`src/rtl/fwd_pkg.sv`:
```
package fwd_pkg;
  typedef enum logic [1:0] {
    SEL_RF    = 2'd0,
    SEL_EXMEM = 2'd1,
    SEL_MEMWB = 2'd2
  } fwd_sel_e;
endpackage

```
`src/rtl/fwd_operand_match.sv`:
```
module fwd_operand_match
  import fwd_pkg::*;
#(
  parameter int RW     = 4,
  parameter int PC_REG = 15
) (
  input  logic [RW-1:0] src,
  input  logic          use_i,
  input  logic [RW-1:0] ex_dst,
  input  logic          ex_we,
  input  logic          ex_load,
  input  logic [RW-1:0] mem_dst,
  input  logic          mem_we,
  output fwd_sel_e      sel_next,
  output logic          load_hit
);
  localparam logic [RW-1:0] PC_ID = PC_REG[RW-1:0];

  logic src_ok, ex_hit, mem_hit;

  always_comb begin
    src_ok   = use_i && (src != PC_ID);
    ex_hit   = src_ok && ex_we && (src == ex_dst);
    mem_hit  = src_ok && mem_we && (src == mem_dst);
    load_hit = ex_hit && ex_load;
    if (ex_hit)       sel_next = SEL_EXMEM;   // younger result first
    else if (mem_hit) sel_next = SEL_MEMWB;
    else              sel_next = SEL_RF;
  end
endmodule

```
`src/rtl/fwd_load_interlock.sv`:
```
module fwd_load_interlock #(
  parameter int NSRC = 3
) (
  input  logic [NSRC-1:0] load_hits,
  output logic            stall
);
  always_comb stall = |load_hits;
endmodule

```
`src/rtl/fwd_hazard_unit.sv`:
```
module fwd_hazard_unit
  import fwd_pkg::*;
#(
  parameter int RW     = 4,
  parameter int NSRC   = 3,
  parameter int PC_REG = 15
) (
  input  logic                 clk,
  input  logic                 rst,
  input  logic [NSRC*RW-1:0]   id_src,
  input  logic [NSRC-1:0]      id_use,
  input  logic [RW-1:0]        ex_dst,
  input  logic                 ex_we,
  input  logic                 ex_load,
  input  logic [RW-1:0]        mem_dst,
  input  logic                 mem_we,
  output logic [2*NSRC-1:0]    fwd_sel,
  output logic                 front_hold,
  output logic                 ex_squash
);
  localparam logic [RW-1:0] PC_ID = PC_REG[RW-1:0];

  logic [NSRC-1:0] load_hits;
  logic            stall;

  fwd_load_interlock #(.NSRC(NSRC)) u_lock (
    .load_hits(load_hits),
    .stall    (stall)
  );

  assign front_hold = stall;
  assign ex_squash  = stall;

  // stall is only ever caused by a writing load in execute
  assert_stall_cause_R8: assert property (@(posedge clk) disable iff (rst)
    stall |-> (ex_load && ex_we));

  for (genvar i = 0; i < NSRC; i++) begin : g_op
    fwd_sel_e        nxt;
    fwd_sel_e        sel_q;
    logic [RW-1:0]   src_i;

    assign src_i = id_src[i*RW +: RW];

    fwd_operand_match #(.RW(RW), .PC_REG(PC_REG)) u_match (
      .src     (src_i),
      .use_i   (id_use[i]),
      .ex_dst  (ex_dst),
      .ex_we   (ex_we),
      .ex_load (ex_load),
      .mem_dst (mem_dst),
      .mem_we  (mem_we),
      .sel_next(nxt),
      .load_hit(load_hits[i])
    );

    always_ff @(posedge clk) begin
      if (rst || stall) sel_q <= SEL_RF;   // bubble slot reads nothing forwarded
      else              sel_q <= nxt;
    end

    assign fwd_sel[2*i +: 2] = sel_q;

    assert_sel_legal_R10: assert property (@(posedge clk) disable iff (rst)
      sel_q != fwd_sel_e'(2'd3));

    assert_ex_fwd_R2: assert property (@(posedge clk) disable iff (rst)
      (id_use[i] && ex_we && !ex_load && src_i == ex_dst && src_i != PC_ID && !stall)
      |=> (fwd_sel[2*i +: 2] == 2'd1));

    assert_pc_block_R6: assert property (@(posedge clk) disable iff (rst)
      (src_i == PC_ID) |=> (fwd_sel[2*i +: 2] == 2'd0));

    assert_unused_R11: assert property (@(posedge clk) disable iff (rst)
      !id_use[i] |=> (fwd_sel[2*i +: 2] == 2'd0));

    assert_bubble_R7: assert property (@(posedge clk) disable iff (rst)
      front_hold |=> (fwd_sel[2*i +: 2] == 2'd0));
  end
endmodule

```
`config.mk`:
```
export PLATFORM = sky130hd
export DESIGN_NAME = fwd_hazard_unit
export DESIGN_NICKNAME = d
export VERILOG_FILES = /design/src/rtl/fwd_pkg.sv /design/src/rtl/fwd_operand_match.sv /design/src/rtl/fwd_load_interlock.sv /design/src/rtl/fwd_hazard_unit.sv
export SDC_FILE = /design/constraint.sdc
export NUM_CORES = 1
export LEC_CHECK = 0
export ABC_AREA = 0
export CORE_MARGIN = 4
export CORE_UTILIZATION = 34
export CTS_CLUSTER_SIZE = 24
export DETAILED_ROUTE_END_ITERATION = 16
export PLACE_DENSITY = 0.88
export SLEW_MARGIN = 25
export SYNTH_ARGS = -nofsm -noshare
export SYNTH_HDL_FRONTEND = slang
export SYNTH_SLANG_ARGS = --single-unit
```
`constraint.sdc`:
```
create_clock -name clk -period 1.6 [get_ports clk]
set_input_delay 0.24 -clock clk [delete_from_list [all_inputs] [get_ports clk]]
set_output_delay 0.24 -clock clk [all_outputs]
set_load 0.01 [all_outputs]
```
# --- After elaboration in Yosys (flattened, before gate mapping) ---
# Index checks and enable logic that the tools add are counted.
# W data, S select, Z words.
word_totals:
  elab_cells: 44
  output_inout_bits: 8
  ff_bits: 6
  n_memories: 0
  rom_bits: 0
  latchBits: 0
  ram_bits: 0
  inputBits: 28
op_classes:
  magnitude_cmp: 0
  div_mod_pow: 0
  add_sub_neg: 0
  reduce_logical: 23
  bitwise: 0
  mul: 0
  n_shift: 0
  n_eq_ne: 9
  muxes: 6
op_table:
  columns: ["operator", "n"]
  rows:
  - ["$eq A4 B4 Y1", 6]
  - ["$logic_and A1 B1 Y1", 18]
  - ["$ne A4 B4 Y1 const B", 3]
  - ["$mux W2", 3]
  - ["$reduce_or A2 Y1", 3]
  - ["$mux W1", 3]
  - ["$reduce_or A3 Y1", 1]
  - ["$logic_or A1 B1 Y1", 1]

# --- Logic depth before layout (Yosys ltp) ---
# Gate-level depths: netlist of run 1.
depth:
  ltp_word: 8
  ltp_mapped: 5
  ltp_nobuf: 5

# --- Cells and area by module ---
# A second synthesis of run 1 with hierarchy kept.
hier_totals:
  hier_cells: 71
  area_unflattened_um2: 584.3
by_module_without_submodules:
  columns: ["mod", "cells_per_inst", "seq_area_each_um2", "n_inst", "area_per_inst_um2"]
  rows:
  - ["fwd_operand_match", 19, 0.0, 3, 135.1]
  - ["fwd_hazard_unit", 13, 120.1, 1, 172.7]
  - ["fwd_load_interlock", 1, 0.0, 1, 6.3]

# --- Worst setup path before layout of run 1 ---
# OpenSTA, ideal clock, no wires.
synth_path:
  path_kind: "input -> output"
  from: "input ex_dst[3]"
  to: "output front_hold"
  path_buffers: 1
  arrival_ns: 1.294
  path_slack_ns: 0.066
  t_required_ns: 1.360
  cell_stages: 4
  path_cell_list: "xor2_1 or4_4 a31oi_4 buf_4"
synth_between:
  elab_chain_len: 4
  word_cells_on_any_way: 10
  cone_classes: "eq/ne (3); reduce/logical (7)"
synth_lines:
  columns: ["item", "line_no", "rtl"]
  rows:
  - ["from (decl)", "fwd_hazard_unit.sv:12", "input logic [RW-1:0] ex_dst,"]
  - ["$eq A4 B4 Y1", "fwd_operand_match.sv:23", "ex_hit = src_ok && ex_we && (src == ex_dst);"]
  - ["$logic_and A1 B1 Y1", "fwd_operand_match.sv:23", null]
  - ["$logic_and A1 B1 Y1", "fwd_operand_match.sv:25", "load_hit = ex_hit && ex_load;"]
  - ["$reduce_or A3 Y1 (*)", "fwd_load_interlock.sv:7", "always_comb stall = |load_hits;"]
  - ["to (decl)", "fwd_hazard_unit.sv:18", "output logic front_hold,"]
# Mark *: on every way between the ends. The rest lies on a longest branch, timed or not.

# --- Worst setup path in the final report of run 1 ---
layout_path:
  from: "input id_use[1]"
  to: "output ex_squash"
layout_between:
  elab_chain_len: 5
layout_lines:
  columns: ["item", "line_no", "rtl"]
  rows:
  - ["from (decl)", "fwd_hazard_unit.sv:11", "input logic [NSRC-1:0] id_use,"]
  - ["$logic_and A1 B1 Y1", "fwd_operand_match.sv:22", "src_ok = use_i && (src != PC_ID);"]
  - ["$logic_and A1 B1 Y1 (2 in a row)", "fwd_operand_match.sv:23", null]
  - ["$logic_and A1 B1 Y1", "fwd_operand_match.sv:25", null]
  - ["$reduce_or A3 Y1", "fwd_load_interlock.sv:7", null]
  - ["to (decl)", "fwd_hazard_unit.sv:19", "output logic ex_squash"]
# No other way between the ends.

==> results of run 1 <==
-- cell usage after synthesis, drive strengths merged --
cell type	count
a21oi	1
a31oi	1
a41oi	1
and3	1
buf	1
dfxtp	6
inv	2
nand2	2
nand2b	1
nand3	5
nand4	5
nor2	1
nor3	7
nor4	3
nor4b	1
or4	1
xnor2	3
xor2	21
-- logic make-up after synthesis --
logic type	synth area share, %
AO/OA/AOI/OAI	6.557
XOR/XNOR	39.35
flip-flops	22.48
buffers and inverters	2.811
AND/OR/NAND/NOR	28.81
-- metal layers --
metal  track usage, %  wire (um)
met3            1.880        175
met5                0          0
met1            25.84        957
met2            47.59       1320
met4            12.90        106
-- power by group through the flow --
stage          Sequential [mW]  Combinational [mW]  Clock, mW
2_1_floorplan            0.155              0.0634          0
5_1_grt                  0.151               0.293      0.152
3_5_place_dp             0.154               0.211          0
4_1_cts                  0.151               0.245      0.145
3_3_place_gp             0.154               0.204          0
6_report                 0.151               0.274      0.144
-- path summary, 6_finish.rpt --
path / startpoint / to / slack (ns)
worst min-delay path: id_src[9] / g_op[2].sel_q[0]$_SDFF_PP0_ / 0.47
worst max-delay path: id_use[1] / ex_squash / -0.15
-- worst max-delay path: stages --
cell and delay, ns:
dlygate4sd2_1 0.24, nand4_1 0.11, or4_4 0.53, a31oi_4 0.22, buf_2 0.16
-- layout by cell type, fill, tap and decap left out, types with 2 or more instances in the layout --
cell type	Yosys	final
xor2_1	21	20
clkdlybuf4s15_1	0	2
clkbuf_2	0	3
nand4_1	5	5
nor4_1	3	2
nor3_2	0	2
xnor2_2	0	2
buf_4	1	36
nand3_1	5	4
buf_8	0	2
nand2_1	2	2
clkbuf_4	0	3
dfxtp_1	6	6
nor3_1	7	5
clkdlybuf4s50_1	0	14
dlygate4sd2_1	0	5
inv_1	2	2
buf_6	0	8
buf_2	0	3
-- what timing repair did --
item                       in CTS  in global routing
setup endpoints to repair       5                  5
hold buffers                    0                  0
cloned                          0                  0
resized for setup              76                 15
pin swaps                      13                  8
buffers inserted               15                  2
-- cell type report --
cell class              instances  area [um2]  share of cell area (%)
repair buffers                 73       624.3                   48.97
well taps                      16       20.02                   1.570
clock buffers                   3       22.52                   1.766
inverters                       2       7.507                  0.5888
multi-input cells              54       480.5                   37.68
flip-flops and latches          6       120.1                   9.421
==> out/results.tsv, run 1 <==
metric	value	unit
status	finished, violations left	
failing checks	negative setup slack	
Total Power	568.6	uW
PortBufs	35	
vias in the first global route	833	
Total GRT Usage	24.56	%
Worst setup EP type	output port	
total core area	0.001489	mm2
Final ANT Viol Nets	0	
Non-Filler Instances	154	
Reg power frac	26.6	%
max-slew violations	0	
hold slack final	0.4665	ns
# DRC	0	
synth warn	0	
Synth Net Count	91	
cells taking the most area after synthesis	xor2_1 (34%), dfxtp_1 (22%), nor3_1 (6.6%)	
fin crit share	109.3	%
CP Max Fanout	3	
final wirelength	2561	um
slew margin rel.	82.37	%
synthesized instance count	63	
Finished Core Util	85.63	%
number of synthesized register bits	6	
global-route wire length before repair	3781	um
Clk pwr share	25.3	%
Design Area, Final	0.001275	mm2
final setup violation count	2	
# rows	14	
Internal Power	395.7	uW
count of different cell masters after synthesis	18	
max reg flops	6	
RSZ-0062 raised after global routing	yes	
Slew @ Worst Pin	0.2624	ns
sw power	173.0	uW
ant diodes	0	
crit path time final	1.748	ns
share of the synthesized area in the top cell type	34.43	%
vias per inst	5.130	
dpl cells	135	
CTS tree	built	
worst slack, placed	-0.9459	ns
Area Growth Syn to Fin	138.6	%
Vias	790	
CTS buffer count	3	
Comb power frac	48.1	%
fin nets	168	
# IOs	36	
Post-Syn Area per Cell	8.480	um2
Initial Utilization	35.88	%
Clock Sinks	6	
CTS root buf	clkbuf_4	
final worst slack	-0.1480	ns
initial antenna violation count	0	
CTS Buffer Depth	2	
VDD IR max	0.0002549	V
layout cells sized above 1	49.28	%
Post-Syn Area	534.3	um2
grt ovf	0	
worst path required time	1.36	ns
cell accounting for the most synthesized area	xor2_1	
gpl congestion	0.8353	
critical path class	in -> out	
htree depth	1	
Reg with most FFs	g_op.sel_q	
Fillers	74	
largest net degree at the start of global routing	5	
Max-cap violations	0	
f_max	572.1	MHz
Hold Vio Cnt, Final	0	
1st-pass router iterations	4	
placed cell areas	0.001062	mm2
Pwr Density	446.0	mW/mm2
die width	47.64	um
Sw Share	30.42	%
Regs by FF count	g_op.sel_q (6)	
Die Height	47.64	um
DP HPWL	1689	um
Static Leak	0.5769	nW
clock-pin transition on the worst setup and hold timing paths	0.04	ns
die area	0.002270	mm2
hold crit path type	in -> reg	
hold path depth	4	
Initial DRC Count	10	
WL/cell	16.63	um
Setup TNS	-0.2601	ns
CP startpoint kind	input pin	
CP arrival	1.51	ns
post-synthesis sequential area ratio	22.48	%
Power figures use the tool's default switching activity.
==> run 2: changes to the inputs <==
--- a/config.mk
+++ b/config.mk
@@ -10,8 +10,10 @@
 export CORE_UTILIZATION = 34
 export CTS_CLUSTER_SIZE = 24
 export DETAILED_ROUTE_END_ITERATION = 16
+export GPL_TIMING_DRIVEN = 0
 export PLACE_DENSITY = 0.88
 export SLEW_MARGIN = 25
 export SYNTH_ARGS = -nofsm -noshare
 export SYNTH_HDL_FRONTEND = slang
 export SYNTH_SLANG_ARGS = --single-unit
+export TNS_END_PERCENT = 50
==> run 2 against run 1 <==
  * The flow still finishes with violations (negative setup slack)
  * Clock power about the same
  * Sequential power about the same
  * Utilization down 13 points
  * Via count down 7.7%
  * Maximum frequency up 3.0%
  * Clock-buffer cell count unchanged
  * Final area down 15%
  * Global-route usage down 4.5 points
  * Wire length down 13%
  * Critical path depth up 1
  * Cell count down 12%
  * Largest power group unchanged
  * Highest routed layer unchanged
==> out/results.tsv, run 2 (synthesized netlist as in run 1, its figures left out) <==
metric	value	unit	change
WL/cell	16.47	um	was 16.63 um
# rows	14		unchanged
CP Max Fanout	3		unchanged
max-slew violations	0		unchanged
delay-heaviest family, CP	simple AND/OR/NAND/NOR gates		unchanged
CTS root buf	clkbuf_4		unchanged
gpl congestion	0.8511		was 0.8353
Initial Utilization	35.88	%	unchanged
final worst slack	-0.09710	ns	was -0.1480 ns
placed cell areas	904.6	um2	was 0.001062 mm2
CP arrival	1.46	ns	was 1.51 ns
global-route wire length before repair	3139	um	was 3781 um
layout cells sized above 1	41.67	%	was 49.28%
HP Start	id_use[0]		was id_src[9]
Worst setup EP type	output port		unchanged
initial antenna violation count	0		unchanged
PortBufs	35		unchanged
leading cell type in the layout, fill and taps excluded	xor2_1		was buf_4
VDD IR max	0.0001847	V	was 0.0002549 V
DP HPWL	1383	um	was 1689 um
Most Frequent Cell on Critical Path	buf_6		
most frequent cells in the layout	xor2_1 (21), buf_4 (17), clkdlybuf4s50_1 (13)		was buf_4 (36), xor2_1 (20), clkdlybuf4s50_1 (14)
htree depth	1		unchanged
Bufs and invs on worst path	3		was 2
Total GRT Usage	20.05	%	was 24.56%
hold path depth	3		was 4
critical path class	in -> out		unchanged
Setup TNS	-0.1511	ns	was -0.2601 ns
Initial DRC Count	15		was 10
CTS tree	built		unchanged
Hold EP	g_op[0].sel_q[0]$_SDFF_PP0_		was g_op[2].sel_q[0]$_SDFF_PP0_
Slew @ Worst Pin	0.3379	ns	was 0.2624 ns
Die Height	47.64	um	unchanged
clock-pin transition on the worst setup and hold timing paths	0.05	ns	was 0.04 ns
CP startpoint kind	input pin		unchanged
max reg flops	6		unchanged
Area Growth Syn to Fin	103.7	%	was 138.6%
Reg with most FFs	g_op.sel_q		unchanged
CP peak stage delay	0.56	ns	was 0.53 ns
Final ANT Viol Nets	0		unchanged
f_max	589.2	MHz	was 572.1 MHz
fin nets	150		was 168
RSZ-0062 raised after global routing	yes		unchanged
slew margin rel.	77.26	%	was 82.37%
ant diodes	0		unchanged
failing checks	negative setup slack		unchanged
Static Leak	0.4867	nW	was 0.5769 nW
Fillers	114		was 74
status	finished, violations left		unchanged
vias in the first global route	754		was 833
hold crit path type	in -> reg		unchanged
total core area	0.001489	mm2	unchanged
# DRC	0		unchanged
Regs by FF count	g_op.sel_q (6)		unchanged
Vias	729		was 790
# IOs	36		unchanged
vias per inst	5.360		was 5.130
die width	47.64	um	unchanged
Max-cap violations	0		unchanged
Hold Vio Cnt, Final	0		unchanged
final wirelength	2240	um	was 2561 um
Design Area, Final	0.001089	mm2	was 0.001275 mm2
Clock Sinks	6		unchanged
CTS Buffer Depth	2		unchanged
final setup violation count	2		unchanged
fin crit share	106.1	%	was 109.3%
largest net degree at the start of global routing	6		was 5
die area	0.002270	mm2	unchanged
worst path required time	1.36	ns	about the same
crit path time final	1.697	ns	was 1.748 ns
Pwr Density	466.7	mW/mm2	was 446.0 mW/mm2
crit-path cells	buf_6 > xor2_1 > or4_4 > a31oi_4 > buf_6 > buf_6		was dlygate4sd2_1 > nand4_1 > or4_4 > a31oi_4 > buf_2
grt ovf	0		unchanged
CP max stage cell	or4_4		unchanged
CTS buffer count	3		unchanged
1st-pass router iterations	5		was 4
## run 2: cell count changes in the layout (fill, tap and decap cells not counted), moves of 2 or more
cell	change
clkbuf_2	+4
dlygate4sd2_1	-3
buf_4	-19
xnor2_1	+2
## run 2: area by class of cell
class	count	area, um2	share of cell area, %
well taps	16	20.02	1.839
plain buffers	1	11.26	1.034
flip-flops and latches	6	120.1	11.03
repair buffers	54	457.9	42.07
clock buffers	3	22.52	2.069
inverters	2	7.507	0.6897
multi-input cells	54	449.2	41.26
## run 2: metal layers
metal	up-vias	share of wire, %	global-route usage [%]	wire length, um
li1	341	-	-	-
met1	342	35	19.07	789
met2	35	53	39.57	1195
met3	11	7.0	1.504	156
met4	0	4.4	13.98	99
met5	-	0	0	0
## run 2: repair_timing
| item | CTS | global route |
|---|---|---|
| setup buffers | 15 | 4 |
| endpoints found under the setup margin | 4 | 5 |
| pin swaps | 10 | 9 |
| hold buffers | 0 | 0 |
| gates cloned | 0 | 0 |
| hold endpoints to repair | 0 | 0 |
| resized for setup | 65 | 27 |
## run 2: metrics by stage
stage	setup WS [ns]	power (mW)	utilization [%]	hold WS [ns]	std cells
5_1_grt	-0.1403	0.5223	73.11	0.3606	136
2_1_floorplan	0.06556	0.2179	-	0.3156	63
3_3_place_gp	-0.9865	0.3213	60.76	0.8486	114
4_1_cts	-0.1934	0.4791	70.25	0.4159	132
6_report	-0.09710	0.5080	73.11	0.3439	136
3_5_place_dp	-1.001	0.3253	60.76	0.8515	114
## run 2: worst max-delay path by stage
stage / slack [ns] / start / depth (start not counted) / end
floorplan: 0.07 / ex_dst[3] / 4 / front_hold
global placement: -0.99 / ex_dst[0] / 7 / front_hold
detailed placement: -1.00 / ex_dst[0] / 7 / front_hold
CTS: -0.19 / id_src[4] / 7 / front_hold
global route: -0.14 / id_src[0] / 7 / front_hold
finish: -0.1 / id_src[7] / 6 / front_hold
## run 2: worst min-delay path, stage by stage
cell	delay, ns
dlymetal6s2s_1	0.16
nand2_1	0.09
nor4_1	0.05
## run 2: power by group
part / switching [mW] / leakage (nW) / internal, mW
Clock: 0.0593 / 0.0138 / 0.0851
Combinational: 0.0968 / 0.425 / 0.115
Sequential: 0.000276 / 0.0483 / 0.151
